`src/rtl/sqdco_pkg.sv`:
```
// Shared sizing for the parallel-word square-wave oscillator.
// Assumes the word width is a power of two so the edge slot is a bit field.
package sqdco_pkg;
    localparam int LANES_DEF  = 8;
    localparam int INT_W_DEF  = 16;
    localparam int FRAC_W_DEF = 8;
    localparam int ACC_W_DEF  = INT_W_DEF + FRAC_W_DEF;
endpackage

```
`src/rtl/sqdco_period_clamp.sv`:
```
// Limits the requested half period to at least one full word of samples.
// This keeps every word to a single edge. Purely combinational.
module sqdco_period_clamp #(
    parameter int LANES  = sqdco_pkg::LANES_DEF,
    parameter int FRAC_W = sqdco_pkg::FRAC_W_DEF,
    parameter int ACC_W  = sqdco_pkg::ACC_W_DEF
) (
    input  logic [ACC_W-1:0] hp_in,
    output logic [ACC_W-1:0] hp_eff
);
    localparam logic [ACC_W-1:0] MIN_HP = ACC_W'(LANES) << FRAC_W;

    // Raise short requests to the one-word minimum.
    always_comb begin
        hp_eff = (hp_in < MIN_HP) ? MIN_HP : hp_in;
    end
endmodule

```
`src/rtl/sqdco_phase_acc.sv`:
```
// Phase state of the oscillator.
// remain holds the distance, in fixed-point samples, from the start of the
// current word to the next edge. The current output level is held beside it.
// An edge lies in this word when remain is below one word. Its slot is the
// integer part of remain. Assumes hp_eff >= one word.
module sqdco_phase_acc #(
    parameter int LANES  = sqdco_pkg::LANES_DEF,
    parameter int FRAC_W = sqdco_pkg::FRAC_W_DEF,
    parameter int ACC_W  = sqdco_pkg::ACC_W_DEF,
    localparam int POS_W = $clog2(LANES)
) (
    input  logic             clk,
    input  logic             rst_n,
    input  logic             run,
    input  logic [ACC_W-1:0] hp_eff,
    output logic             edge_now,
    output logic [POS_W-1:0] edge_pos,
    output logic             level
);
    localparam logic [ACC_W-1:0] SPAN = ACC_W'(LANES) << FRAC_W;

    logic [ACC_W-1:0] remain;

    // Decode whether, and where, an edge falls inside the current word.
    always_comb begin
        edge_now = (remain < SPAN);
        edge_pos = remain[FRAC_W +: POS_W];
    end

    // Advance by one word; at an edge, take the new half period and flip the level.
    always_ff @(posedge clk) begin
        if (!rst_n || !run) begin
            remain <= '0;
            level  <= 1'b0;
        end else if (edge_now) begin
            remain <= remain - SPAN + hp_eff;
            level  <= ~level;
        end else begin
            remain <= remain - SPAN;
        end
    end

    // after an edge the next edge can come no earlier in its word.
    a_r6_single_edge: assert property (@(posedge clk) disable iff (!rst_n)
        (run && edge_now) |=> (remain >= $past(remain)));

    // between edges the distance shrinks by exactly one word.
    a_r5_no_midcycle_load: assert property (@(posedge clk) disable iff (!rst_n)
        (run && !edge_now) |=> (remain == $past(remain) - SPAN));
endmodule

```
`src/rtl/sqdco_word_gen.sv`:
```
// Builds the sample word from the edge decision.
// Slots at and above the edge position take the inverted level; the rest
// keep the current level. Slot 0 is the earliest sample.
module sqdco_word_gen #(
    parameter int LANES  = sqdco_pkg::LANES_DEF,
    localparam int POS_W = $clog2(LANES)
) (
    input  logic             edge_now,
    input  logic [POS_W-1:0] edge_pos,
    input  logic             level,
    output logic [LANES-1:0] word
);
    // One selector per sample slot.
    for (genvar i = 0; i < LANES; i++) begin : g_slot
        always_comb begin
            word[i] = (edge_now && (int'(edge_pos) <= i)) ? ~level : level;
        end
    end
endmodule

```
`src/rtl/sqwave_word_dco.sv`:
```
// Parallel-word square-wave oscillator, top level.
// Emits LANES time-ordered samples per clock for an external serializer.
// Outputs are registered, so a word appears one clock after the state
// that formed it. Synchronous active-low reset.
module sqwave_word_dco #(
    parameter int LANES  = sqdco_pkg::LANES_DEF,
    parameter int INT_W  = sqdco_pkg::INT_W_DEF,
    parameter int FRAC_W = sqdco_pkg::FRAC_W_DEF,
    localparam int ACC_W = INT_W + FRAC_W,
    localparam int POS_W = $clog2(LANES)
) (
    input  logic             clk,
    input  logic             rst_n,
    input  logic             enable,
    input  logic [ACC_W-1:0] half_period,
    output logic [LANES-1:0] word_o,
    output logic             edge_o
);
    logic [ACC_W-1:0] hp_eff;
    logic             edge_now;
    logic [POS_W-1:0] edge_pos;
    logic             level;
    logic [LANES-1:0] word_nxt;
    logic             was_run;

    sqdco_period_clamp #(.LANES(LANES), .FRAC_W(FRAC_W), .ACC_W(ACC_W)) u_clamp (
        .hp_in  (half_period),
        .hp_eff (hp_eff)
    );

    sqdco_phase_acc #(.LANES(LANES), .FRAC_W(FRAC_W), .ACC_W(ACC_W)) u_acc (
        .clk      (clk),
        .rst_n    (rst_n),
        .run      (enable),
        .hp_eff   (hp_eff),
        .edge_now (edge_now),
        .edge_pos (edge_pos),
        .level    (level)
    );

    sqdco_word_gen #(.LANES(LANES)) u_word (
        .edge_now (edge_now),
        .edge_pos (edge_pos),
        .level    (level),
        .word     (word_nxt)
    );

    // Register the word and strobe; force them low when stopped.
    always_ff @(posedge clk) begin
        if (!rst_n || !enable) begin
            word_o <= '0;
            edge_o <= 1'b0;
        end else begin
            word_o <= word_nxt;
            edge_o <= edge_now;
        end
    end

    // Note whether the word now on the outputs came from a running clock.
    always_ff @(posedge clk) begin
        was_run <= rst_n && enable;
    end

    // reset quiets the outputs on the next word.
    a_r1_reset_quiet: assert property (@(posedge clk)
        !rst_n |=> (word_o == '0 && !edge_o));

    // a disabled clock quiets the outputs on the next word.
    a_r2_idle_quiet: assert property (@(posedge clk) disable iff (!rst_n)
        !enable |=> (word_o == '0 && !edge_o));

    // a word without an edge repeats the previous final level.
    a_r3_flat_word: assert property (@(posedge clk) disable iff (!rst_n)
        (was_run && $past(was_run) && !edge_o) |->
            (word_o == {LANES{$past(word_o[LANES-1])}}));

    // a word with an edge ends on the opposite level.
    a_r3_edge_flips: assert property (@(posedge clk) disable iff (!rst_n)
        (was_run && $past(was_run) && edge_o) |->
            (word_o[LANES-1] != $past(word_o[LANES-1])));
endmodule

```
`config.mk`:
```
export PLATFORM = sky130hd
export DESIGN_NAME = sqwave_word_dco
export DESIGN_NICKNAME = d
export VERILOG_FILES = /design/src/rtl/sqdco_pkg.sv /design/src/rtl/sqdco_period_clamp.sv /design/src/rtl/sqdco_phase_acc.sv /design/src/rtl/sqdco_word_gen.sv /design/src/rtl/sqwave_word_dco.sv
export SDC_FILE = /design/constraint.sdc
export NUM_CORES = 1
export LEC_CHECK = 0
export ABC_AREA = 1
export BUFFER_PORTS_ARGS = -buffer_cell sky130_fd_sc_hd__clkbuf_2
export CAP_MARGIN = 10
export CORE_MARGIN = 2
export CORE_UTILIZATION = 36
export CTS_BUF_LIST = sky130_fd_sc_hd__clkbuf_16
export DETAILED_ROUTE_END_ITERATION = 10
export PLACE_DENSITY = 0.52
export RECOVER_POWER = 25
export SLEW_MARGIN = 40
export SYNTH_ARGS = -nofsm -noshare
export SYNTH_HDL_FRONTEND = slang
export SYNTH_SLANG_ARGS = --single-unit
```
`constraint.sdc`:
```
create_clock -name clk -period 2.1 [get_ports clk]
set_input_delay 0.105 -clock clk [delete_from_list [all_inputs] [get_ports clk]]
set_output_delay 0.105 -clock clk [all_outputs]
set_load 0.02 [all_outputs]
```
== After elaboration in Yosys (flattened, before gate mapping) ==
Index checks and enable logic that the tools add are counted.

* Input port bits: 27
* Output and inout port bits: 9
* Logic and storage cells: 36
* Register bits after elaboration: 34

* Bitwise operators: 1
* $lt $le $gt $ge: 9
* Mux-type cells: 10
* $add $sub $neg: 2
* Reduce and logical (&&, ||, !) cells: 10

{| class="wikitable"
|+ Operator list
! kind !! count
|-
| $lt 24x12->1 const B || 2
|-
| $mux 24 || 2
|-
| $add 24x24->24 || 1
|-
| $sub 24x12->24 const B || 1
|-
| $le 3x3->1 const B || 3
|-
| $mux 1 || 8
|-
| $logic_and 1x1->1 || 7
|-
| $le 3x1->1 const B || 2
|-
| $le 3x2->1 const B || 2
|-
| $logic_not 1->1 || 2
|-
| $logic_or 1x1->1 || 1
|-
| $not 1->1 || 1
|}

== Logic depth before layout (Yosys ltp) ==
Gate-level depths: netlist (run 1).

* Depth in word-level cells: 4
* Mapped depth: 19
* Depth with buffers taken out: 19

== Hierarchy ==
A second synthesis (run 1) with hierarchy kept.

* Cell total of the unflattened synthesis: 551
* Area, all modules: 3279.4 um2

{| class="wikitable"
|+ Modules (own cells, without submodules)
! module !! sequential area each (um2) !! area each (um2) !! cells an instance !! times used
|-
| sqdco_phase_acc || 500.5 || 2607.5 || 434 || 1
|-
| sqwave_word_dco || 180.2 || 254.0 || 28 || 1
|-
| sqdco_period_clamp || 0.0 || 224.0 || 50 || 1
|-
| sqdco_word_gen || 0.0 || 193.9 || 39 || 1
|}

== Worst setup path after synthesis (run 1) ==
OpenSTA, ideal clock, no wires.

* Path type: reg2reg
* From: reg u_acc.remain[11]
* To: reg u_acc.remain[22]
* Stages on the path, launching flop included: 17
* Slack: -173 ps
* Library setup time: 68 ps
* Arrival time: 2205 ps
* Path buffers: 0
* Data required time: 2032 ps
* Path through: dfxtp_1 inv_1 ha_1 nand2_2 nor4_2 xor2_1 ha_1 inv_1 nor3_2 inv_1 nor2_1 nand3_1 nand3_1 nand2_1 nand2_1 nand2_1 a21oi_2

* Word-level cells in the longest chain between the ends: 3
* Elaborated cells between the ends (all ways): 4
* Classes of those cells: add/sub (2); order compare (1); mux (1)

{| class="wikitable"
|+ RTL lines
! element !! line !! text
|-
| start, declared || sqdco_phase_acc.sv:22 || <nowiki>logic [ACC_W-1:0] remain;</nowiki>
|-
| start signal, assigned || sqdco_phase_acc.sv:36 || <nowiki>remain <= remain - SPAN + hp_eff;</nowiki>
|-
| start signal, assigned || sqdco_phase_acc.sv:39 || <nowiki>remain <= remain - SPAN;</nowiki>
|-
| $sub 24x12->24 || sqdco_phase_acc.sv:36, sqdco_phase_acc.sv:39 ||
|-
| $add 24x24->24 || sqdco_phase_acc.sv:36 ||
|-
| $mux 24 * || sqdco_phase_acc.sv:35 || <nowiki>end else if (edge_now) begin</nowiki>
|}

Every way passes the cells marked *; elsewhere a longest branch is shown, timed or not.
A chain may end at the register's enable or synchronous reset.

== Worst setup path in the final report (run 1) ==
* From: reg u_acc.remain[13]
* To: reg u_acc.remain[19]

The elaborated chain is that of the path after synthesis.

==> results of run 1 <==
==> state kept, by name (all words and copies together) (netlist names) <==
name          count
u_acc.remain     24
edge_o            1
word_o            8
==> worst min-delay path: stages <==
cell and delay (ns):
clkbuf_2 0.08, nand2_1 0.07, buf_4 0.23, a21oi_2 0.04
==> placed cells by master (no fill, tap or decap), drive strengths merged, types with 4 or more instances in the layout <==
cell type and n:
a21oi 39, buf 137, clkbuf 38, dfxtp 33, ha 24, inv 72
nand2 126, nand3 31, nand4 8, nor2 80, nor3 8, nor4 4
o21ai 20, o21bai 8, or2 6, xnor2 10, xor2 9
==> what timing repair did <==
action	4_1_cts	5_1_grt
setup buffers	15	26
pin swaps	48	81
resized for setup	93	140
setup endpoints to repair	18	19
==> cell type report <==
cell class              count  area [sq um]
clock buffers               5           125
clock inverters             3          17.5
fillers                   724          2940
inverters                  72           275
multi-input cells         383          3130
flip-flops and latches     33           669
well taps                 108           135
repair buffers            170          1300
==> per-layer routing <==
layer  wire, um  vias to the layer above  global-route usage [%]
li1           -                     1930                       -
met1       4950                     1807                    28.3
met2       5620                       93                    37.3
met3        504                       21                    2.73
met4        285                        0                    5.66
met5          0                        -                       0
==> cells by family after synthesis <==
group / count (synthesis)
compound gates: 73
flops: 33
buf+inv: 95
xor+xnor: 19
simple gates: 266
fa+ha+maj: 25
==> worst max path at each step <==
stage | cells after the start | endpoint | slack (ns) | startpoint
floorplan | 19 | u_acc.remain[23] | -0.02 | u_acc.remain[13]
global placement | 18 | u_acc.remain[21] | -0.54 | half_period[23]
detailed placement | 17 | u_acc.remain[14] | -0.59 | half_period[16]
CTS | 16 | u_acc.remain[22] | -0.20 | u_acc.remain[11]
global route | 14 | u_acc.remain[19] | -0.46 | u_acc.remain[13]
finish | 14 | u_acc.remain[19] | -0.31 | u_acc.remain[13]
==> stage by stage <==
step	setup WS, ns	instances
2_1_floorplan	-0.0234	511
3_3_place_gp	-0.543	732
3_5_place_dp	-0.590	732
4_1_cts	-0.204	754
5_1_grt	-0.456	774
6_report	-0.305	774
==> impl_metrics.env, run 1 <==
export IMPL_netlist_top_cells_count="117 x nand2_1, 74 x nor2_1, 71 x inv_1"
export IMPL_synth_edf_count=0
export IMPL_max_cap_viol_count=0
export IMPL_start_util_pct=36.6
export IMPL_finish_utilization_pct=65.7
export IMPL_rrSetupSlack_ns=-0.31
export IMPL_drt_pass1_iterations=5
export IMPL_rsz0062_at_grt="yes"
export IMPL_place_area_sq_um=4150
export IMPL_drive_above_1_share_pct=53.3
export IMPL_finalWorstSetupSlack_ns=-0.305
export IMPL_core_region_area_sq_um=8590
export IMPL_fin_crit_ns=2.41
export IMPL_worstPathCellList="nor2_4 > nand3_2 > nor4_4 > xor2_2 > ha_4 > nand2_4 > nor2_4 > inv_2 > nor3_4 > o21ai_2 > nand4_1 > nand3_2 > nand2_1 > inv_1"
export IMPL_outcome="finished with violations"
export IMPL_path_buf_inv=2
export IMPL_worst_clock_skew_ns=0.00332
export IMPL_yosysMostFrequentCell="nand2_1"
export IMPL_setup_viol=18
export IMPL_synthAdderAreaFrac_pct=10.2
export IMPL_critPathMaxStageDelay_ns=0.36
export IMPL_synth_xor_area_share_pct=5.52
export IMPL_vias_per_cell=4.98
export IMPL_drtIter0Drc=162
export IMPL_ys_async_sr_fraction_pct=0
export IMPL_clockBufferDepth=2
export IMPL_antennaDiodeCount=0
export IMPL_cp_end_kind="flip-flop"
export IMPL_root_buffer="clkbuf_16"
export IMPL_cts_buffers=5
export IMPL_grt_overflow=0
export IMPL_synth_compound_area_share_pct=13.7
export IMPL_synth_ff_type="dfxtp_1"
export IMPL_syn_area_sq_um=3150
export IMPL_drc=0
export IMPL_synthMuxAreaShare_pct=0
export IMPL_finalSetupTns_ns=-2.99
export IMPL_startpoint_type="flip-flop"
export IMPL_violations="setup timing"
export IMPL_r2r_cells=14
export IMPL_insertion_delay_ns=0.28
export IMPL_grtUsageTotal_pct=21.6
export IMPL_antenna_found_initial=0
export IMPL_die_y_um=97.5
export IMPL_drt_wl_total_um=11400
export IMPL_num_vias=3851
export IMPL_maxSlewViolCount=0
export IMPL_slowest_stage="dfxtp_4"
export IMPL_syn_nets=563
export IMPL_required_ns=2.28
export IMPL_fin_area_sq_um=5650
export IMPL_port_buffers=35
export IMPL_synth_top_area_cell="dfxtp_1"
export IMPL_period_share_pct=115
export IMPL_die_w_um=97.5
export IMPL_hp_start="enable"
export IMPL_clkSinkCount=33
export IMPL_rows=34
export IMPL_wl_per_cell_um=14.7
export IMPL_worstSetupPathType="reg2reg"
export IMPL_fin_nets=717
export IMPL_grt_start_max_net_pins=27
export IMPL_grt_first_pass_wirelength_um=16700
export IMPL_whs_ns=0.284
export IMPL_cts_clk_slew_worst_paths_ns=0.06
export IMPL_crit_family="simple AND/OR/NAND/NOR gates"
export IMPL_synthCells=511
export IMPL_reg2reg_to="u_acc.remain[19]"
export IMPL_ant_nets=0
export IMPL_htreeDepth=2
export IMPL_dp_hpwl_um=7650
export IMPL_ys_top_cells_by_area="dfxtp_1 21%, nand2_1 14%, ha_1 9.5%, nor2_1 8.8%, inv_1 8.5%"
export IMPL_holdBufCountCts=0
export IMPL_dieArea_sq_um=9510
export IMPL_min_to="u_acc.remain[22]"
export IMPL_ys_types=40
export IMPL_yosysTopAreaCellShare_pct=21.0
export IMPL_timing_rr_start="u_acc.remain[13]"
export IMPL_seq_area_frac_synth_pct=21.0
export IMPL_worstMarginPinSlew_ns=0.411
export IMPL_avgSynthCellArea_sq_um=6.16
export IMPL_slew_headroom_pct=72.6
export IMPL_ys_warnings_count=0
export IMPL_whs_path_depth=4
export IMPL_grt_pass1_vias=3529
export IMPL_yosys_area_share_simple_pct=37.3
export IMPL_cts_tree="done"
export IMPL_hold_path_class="in2reg"
export IMPL_synth_top_family_by_area="simple AND/OR/NAND/NOR gates"
export IMPL_crit_fanout=4
export IMPL_ys_ff_latch=33
export IMPL_arrival_ns=2.59
export IMPL_fmax_ghz=0.416
export IMPL_hold_viol=0
export IMPL_ios=36
export IMPL_globalplace_congestion=0.890
export IMPL_syn2layout_area_growth_pct=79.4
Power of run 1 is left out: the tool's default activity adds up to more than one toggle a clock period on the data nets, which glitch-free logic cannot reach.
==> run 2: changes to the inputs <==
--- a/config.mk
+++ b/config.mk
@@ -10,7 +10,6 @@
 export CAP_MARGIN = 10
 export CORE_MARGIN = 2
 export CORE_UTILIZATION = 36
-export CTS_BUF_LIST = sky130_fd_sc_hd__clkbuf_16
 export DETAILED_ROUTE_END_ITERATION = 10
 export PLACE_DENSITY = 0.52
 export RECOVER_POWER = 25
==> run 2 against run 1 <==
  * The flow still finishes with violations (setup timing)
  * Design area shrank 4.2%
  * Global-route usage rose by 0.16 points
  * Setup slack better by 0.0044 ns
  * Non-clock buffer count decreased by 2
  * Critical path depth unchanged
  * Die area stayed put
  * Wire length decreased by 3.1%
  * Fmax up 0.18%
  * Largest cell class unchanged
  * Sequential share of layout area increased by 0.55 points
  * Flip-flop and latch count stayed put
  * Register-to-register slack is essentially flat
  * Via count fell by 0.73%
==> impl_metrics.env, run 2 (synthesis results as in run 1) <==
export IMPL_start_util_pct=36.6
export IMPL_rrSetupSlack_ns=-0.30
export IMPL_insertion_delay_ns=0.29
export IMPL_num_vias=3823
export IMPL_rows=34
export IMPL_grt_first_pass_wirelength_um=16800
export IMPL_syn2layout_area_growth_pct=71.8
export IMPL_core_region_area_sq_um=8590
export IMPL_die_w_um=97.5
export IMPL_die_y_um=97.5
export IMPL_min_to="u_acc.remain[22]"
export IMPL_grt_start_max_net_pins=27
export IMPL_drive_above_1_share_pct=51.1
export IMPL_htreeDepth=2
export IMPL_worstSetupPathType="reg2reg"
export IMPL_clkSinkCount=33
export IMPL_hold_path_class="in2reg"
export IMPL_setup_viol=16
export IMPL_vias_per_cell=4.95
export IMPL_largest_register_ffs=24
export IMPL_hold_viol=0
export IMPL_ios=36
export IMPL_maxSlewViolCount=0
export IMPL_rsz0062_at_grt="yes"
export IMPL_wl_per_cell_um=14.3
export IMPL_outcome="finished with violations"
export IMPL_r2r_cells=14
export IMPL_globalplace_congestion=0.890
export IMPL_grt_util_met2_pct=37.4
export IMPL_crit_fanout=4
export IMPL_grt_pass1_vias=3565
export IMPL_regMostFlops="u_acc.remain"
export IMPL_cts_tree="done"
export IMPL_worstMarginPinSlew_ns=0.375
export IMPL_grtUsageTotal_pct=21.7
export IMPL_final_cell_mix="118 x buf_4, 79 x nand2_1, 61 x inv_1, 49 x nor2_1, 33 x nand2_2"
export IMPL_timing_rr_start="u_acc.remain[13]"
export IMPL_cts_clk_slew_worst_paths_ns=0.08
export IMPL_antennaDiodeCount=0
export IMPL_required_ns=2.30
export IMPL_max_cap_viol_count=0
export IMPL_cts_buffers=5
export IMPL_drt_pass1_iterations=4
export IMPL_busiest_layer="met2"
export IMPL_cp_end_kind="flip-flop"
export IMPL_drt_wl_total_um=11000
export IMPL_use_met1_pct=28.9
export IMPL_fin_nets=715
export IMPL_port_buffers=35
export IMPL_dp_hpwl_um=7650
export IMPL_startpoint_type="flip-flop"
export IMPL_drtIter0Drc=144
export IMPL_finish_utilization_pct=63.0
export IMPL_reg_largest_list="u_acc.remain x24, word_o x8, edge_o x1"
export IMPL_grt_overflow=0
export IMPL_dieArea_sq_um=9510
export IMPL_ant_nets=0
export IMPL_finalWorstSetupSlack_ns=-0.301
export IMPL_arrival_ns=2.60
export IMPL_antenna_found_initial=0
export IMPL_fmax_ghz=0.417
export IMPL_slew_headroom_pct=75.0
export IMPL_reg2reg_to="u_acc.remain[21]"
export IMPL_root_buffer="clkbuf_8"
export IMPL_met3_usage_pct=2.66
export IMPL_period_share_pct=114
export IMPL_violations="setup timing"
export IMPL_hp_start="enable"
export IMPL_clockBufferDepth=2
export IMPL_layout_cells_most_common="buf_4"
export IMPL_whs_path_depth=4
export IMPL_fin_crit_ns=2.40
export IMPL_drc=0
export IMPL_worst_clock_skew_ns=0.00494
[run 2: cell count changes in the layout (fill, tap and decap cells not counted), moves of 4 or more]
cell	change
clkbuf_16	-5
clkbuf_8	+5
nand2_4	-4
nor2_4	-6
[run 2: how the worst max path moves through the flow]
stage / start / end / cells past startpoint
6_report: u_acc.remain[13] / u_acc.remain[21] / 14
5_1_grt: u_acc.remain[13] / u_acc.remain[22] / 15
4_1_cts: u_acc.remain[11] / u_acc.remain[22] / 16
3_5_place_dp: half_period[16] / u_acc.remain[14] / 17
3_3_place_gp: half_period[23] / u_acc.remain[21] / 18
2_1_floorplan: u_acc.remain[13] / u_acc.remain[23] / 19
[run 2: critical path: stages (launching register included)]
cell and delay (ns):
dfxtp_4 0.36, nor2_4 0.14, nand3_2 0.12, nor4_4 0.33, xor2_2 0.26, ha_4 0.27
nand2_4 0.09, buf_4 0.12, nor3_4 0.04, o21ai_1 0.17, nand3_1 0.12, nand2_1 0.07
nand3_1 0.11, nand2_1 0.08, inv_1 0.04
[run 2: through the flow]
stage / setup slack [ns] / instance area, sq um / TNS, ns / cells / hold WS (ns)
floorplan: -0.0234 / 3180 / -0.0366 / 511 / 0.351
global placement: -0.543 / 4150 / -8.42 / 732 / 0.492
detailed placement: -0.590 / 4150 / -9.43 / 732 / 0.495
CTS: -0.206 / 4750 / -1.27 / 755 / 0.265
global route: -0.450 / 5410 / -4.24 / 772 / 0.303
finish: -0.301 / 5410 / -2.23 / 772 / 0.272
[run 2: routing by layer]
metal	vias to the layer above	part of all wire, %
li1	1927	-
met1	1776	44
met2	91	49
met3	29	4.6
met4	0	3.0
met5	-	0
[run 2: layout make-up]
type	count	area, sq um
clock buffers	5	68.8
clock inverters	3	17.5
fillers	749	3180
inverters	72	273
multi-input cells	383	3000
flip-flops and latches	33	671
well taps	108	135
repair buffers	168	1250
[run 2: timing repair]
item,CTS,global route
gates resized for setup,97,114
pin swaps,51,63
hold endpoints to repair,0,0
setup endpoints to repair,18,19
cloned,0,0
hold buffers,0,0
setup buffers,16,19
Power of run 2 is left out for the same reason.
==> run 3: changes to the inputs <==
--- a/config.mk
+++ b/config.mk
@@ -11,9 +11,9 @@
 export CORE_MARGIN = 2
 export CORE_UTILIZATION = 36
 export DETAILED_ROUTE_END_ITERATION = 10
-export PLACE_DENSITY = 0.52
-export RECOVER_POWER = 25
+export PLACE_DENSITY = 0.51
 export SLEW_MARGIN = 40
 export SYNTH_ARGS = -nofsm -noshare
 export SYNTH_HDL_FRONTEND = slang
+export SYNTH_HIERARCHICAL = 1
 export SYNTH_SLANG_ARGS = --single-unit
==> run 3 against run 2 <==
  * The flow still finishes with violations (setup timing)
  * Via count down 0.16%
  * Global-route usage down 0.57 points
  * Count of clock-buffer cells in the layout up 1
  * Highest routed layer unchanged
==> impl_metrics.env, run 3 <==
export IMPL_worstMarginPinSlew_ns=0.395
export IMPL_regArea_sq_um=694
export IMPL_crit_fanout=3
export IMPL_max_cap_viol_count=0
export IMPL_antennaDiodeCount=0
export IMPL_ios=36
export IMPL_outcome="finished with violations"
export IMPL_violations="setup timing"
export IMPL_fin_nets=739
export IMPL_largest_register_ffs=24
export IMPL_required_ns=2.34
export IMPL_multiInputGateArea_sq_um=2820
export IMPL_fillCellCount=829
export IMPL_core_region_area_sq_um=8760
export IMPL_clkSinkCount=34
export IMPL_antenna_found_initial=0
export IMPL_drc=0
export IMPL_reg_largest_list="u_acc/remain x24, word_o x8"
export IMPL_layout_cells_most_common="buf_4"
export IMPL_worst_clock_skew_ns=0.0138
export IMPL_ant_nets=0
export IMPL_arrival_ns=2.65
export IMPL_root_buffer="clkbuf_8"
export IMPL_drtIter0Drc=191
export IMPL_cp_end_kind="flip-flop"
export IMPL_final_cell_mix="104 x buf_4, 96 x nand2_1, 83 x inv_1, 37 x nor2_1, 32 x clkbuf_2"
export IMPL_setup_viol=10
export IMPL_holdBufCountCts=0
export IMPL_timing_rr_start="u_acc/remain[11]"
export IMPL_whs_path_depth=3
export IMPL_syn_nets=604
export IMPL_fmax_ghz=0.416
export IMPL_netlist_top_cells_count="127 x nand2_1, 99 x inv_1, 67 x nor2_1"
export IMPL_syn_area_sq_um=3280
export IMPL_reg2reg_to="u_acc/remain[15]"
export IMPL_ys_top_cells_by_area="dfxtp_1 21%, nand2_1 15%, inv_1 11%, ha_1 9.5%, nor2_1 7.7%"
export IMPL_period_share_pct=114
export IMPL_cts_tree="done"
export IMPL_finalWorstSetupSlack_ns=-0.304
export IMPL_drt_pass1_iterations=5
export IMPL_grtUsageTotal_pct=21.2
export IMPL_fin_area_sq_um=5300
export IMPL_yosysMostFrequentCell="nand2_1"
export IMPL_die_w_um=99.4
export IMPL_crit_end="u_acc/remain[15]"
export IMPL_worstSetupPathType="reg2reg"
export IMPL_vias_per_cell=4.81
export IMPL_r2r_cells=15
export IMPL_globalplace_congestion=0.966
export IMPL_startpoint="u_acc/remain[11]"
export IMPL_cts_clk_slew_worst_paths_ns=0.08
export IMPL_hp_start="enable"
export IMPL_syn2layout_area_growth_pct=61.6
export IMPL_drive_above_1_share_pct=47.5
export IMPL_ys_ff_latch=34
export IMPL_fin_crit_ns=2.40
export IMPL_seq_area_frac_synth_pct=20.8
export IMPL_dp_hpwl_um=7690
export IMPL_rrSetupSlack_ns=-0.30
export IMPL_avgSynthCellArea_sq_um=5.95
export IMPL_rsz0062_at_grt="yes"
export IMPL_synth_ff_type="dfxtp_1"
export IMPL_place_area_sq_um=4200
export IMPL_slew_headroom_pct=73.6
export IMPL_rows=34
export IMPL_die_y_um=99.4
export IMPL_start_util_pct=37.4
export IMPL_finalSetupTns_ns=-2.13
export IMPL_maxSlewViolCount=0
export IMPL_num_vias=3817
export IMPL_grt_start_max_net_pins=44
export IMPL_dieArea_sq_um=9890
export IMPL_synth_edf_count=0
export IMPL_whs_ns=0.147
export IMPL_startpoint_type="flip-flop"
export IMPL_ys_warnings_count=6
export IMPL_cts_buffers=5
export IMPL_hold_path_class="in2reg"
export IMPL_clockBufferDepth=2
export IMPL_post_place_cells=758
export IMPL_hold_viol=0
export IMPL_grt_overflow=0
export IMPL_port_buffers=35
export IMPL_grt_pass1_vias=3582
export IMPL_regMostFlops="u_acc/remain"
export IMPL_wl_per_cell_um=13.6
export IMPL_synth_top_area_cell="dfxtp_1"
export IMPL_drt_wl_total_um=10800
export IMPL_layoutNonFillerInstCount=794
export IMPL_htreeDepth=2
export IMPL_synthCells=551
export IMPL_insertion_delay_ns=0.31
export IMPL_ys_types=33
export IMPL_ys_async_sr_fraction_pct=0
export IMPL_grt_first_pass_wirelength_um=16700
export IMPL_yosysTopAreaCellShare_pct=20.8
run 3: cell types whose count changed in the layout (fill, tap and decap cells not counted), sizes merged, moves of 4 or more:
cell    change
o21bai      -4
o21ai       +9
nor2        -9
nand3       +4
inv        +31
nand2       +4
a21oi       +8
or2         -4
buf        -15
run 3: cells by family (layout without fill, tap and decap cells):
kind of cell / count (synthesis) / in the layout / synth area share (%)
adders and majority gates: 26 / 26 / 10.1
AOI/OAI and AO/OA: 88 / 88 / 14.4
DFF: 34 / 34 / 20.8
and+or+nand+nor: 256 / 256 / 33.3
xor gates and xnor gates: 20 / 20 / 5.34
buffers and inverters: 127 / 262 / 16.0
run 3: timing repair:
item	in CTS	in global routing
buffers inserted	9	21
endpoints found under the hold margin	0	0
resized for setup	84	115
endpoints found under the setup margin	16	17
pin swaps	54	77
run 3: how the worst min path moves through the flow:
stage	end	slack [ns]
floorplan	word_o[0]	0.30
global placement	word_o[4]	0.46
detailed placement	word_o[3]	0.46
CTS	word_o[6]	0.15
global route	edge_o	0.16
finish	word_o[6]	0.15
run 3: per-layer routing:
layer | share of wire [%] | global-route usage (%)
met1 | 48 | 28.5
met5 | 0 | 0
met3 | 2.8 | 3.02
met2 | 48 | 34.9
met4 | 1.4 | 6.74
run 3: metrics by stage:
stage | utilization, % | setup WS, ns
2_1_floorplan | - | -0.108
3_3_place_gp | 47.9 | -0.484
3_5_place_dp | 47.9 | -0.479
4_1_cts | 54.0 | -0.329
5_1_grt | 60.5 | -0.423
6_report | 60.5 | -0.304
run 3: layout make-up:
class	instances	share of cell area [%]
multi-input combinational	390	53.1
timing repair buffer	152	21.6
sequential	34	13.1
inverter	103	7.53
tap	108	2.55
clock buffer	6	1.56
clock inverter	1	0.567
run 3: worst max-delay path, stage by stage, from the launching register on:
cell	delay [ns]
dfxtp_4	0.36
buf_6	0.11
nor3_2	0.17
xor2_1	0.27
ha_1	0.34
nand2_2	0.11
inv_1	0.05
a21oi_2	0.14
nand2_1	0.09
inv_1	0.06
o21ai_1	0.07
buf_4	0.14
and2_1	0.14
o21ai_2	0.16
nand2_1	0.07
inv_1	0.05
Power of run 3 is left out for the same reason.
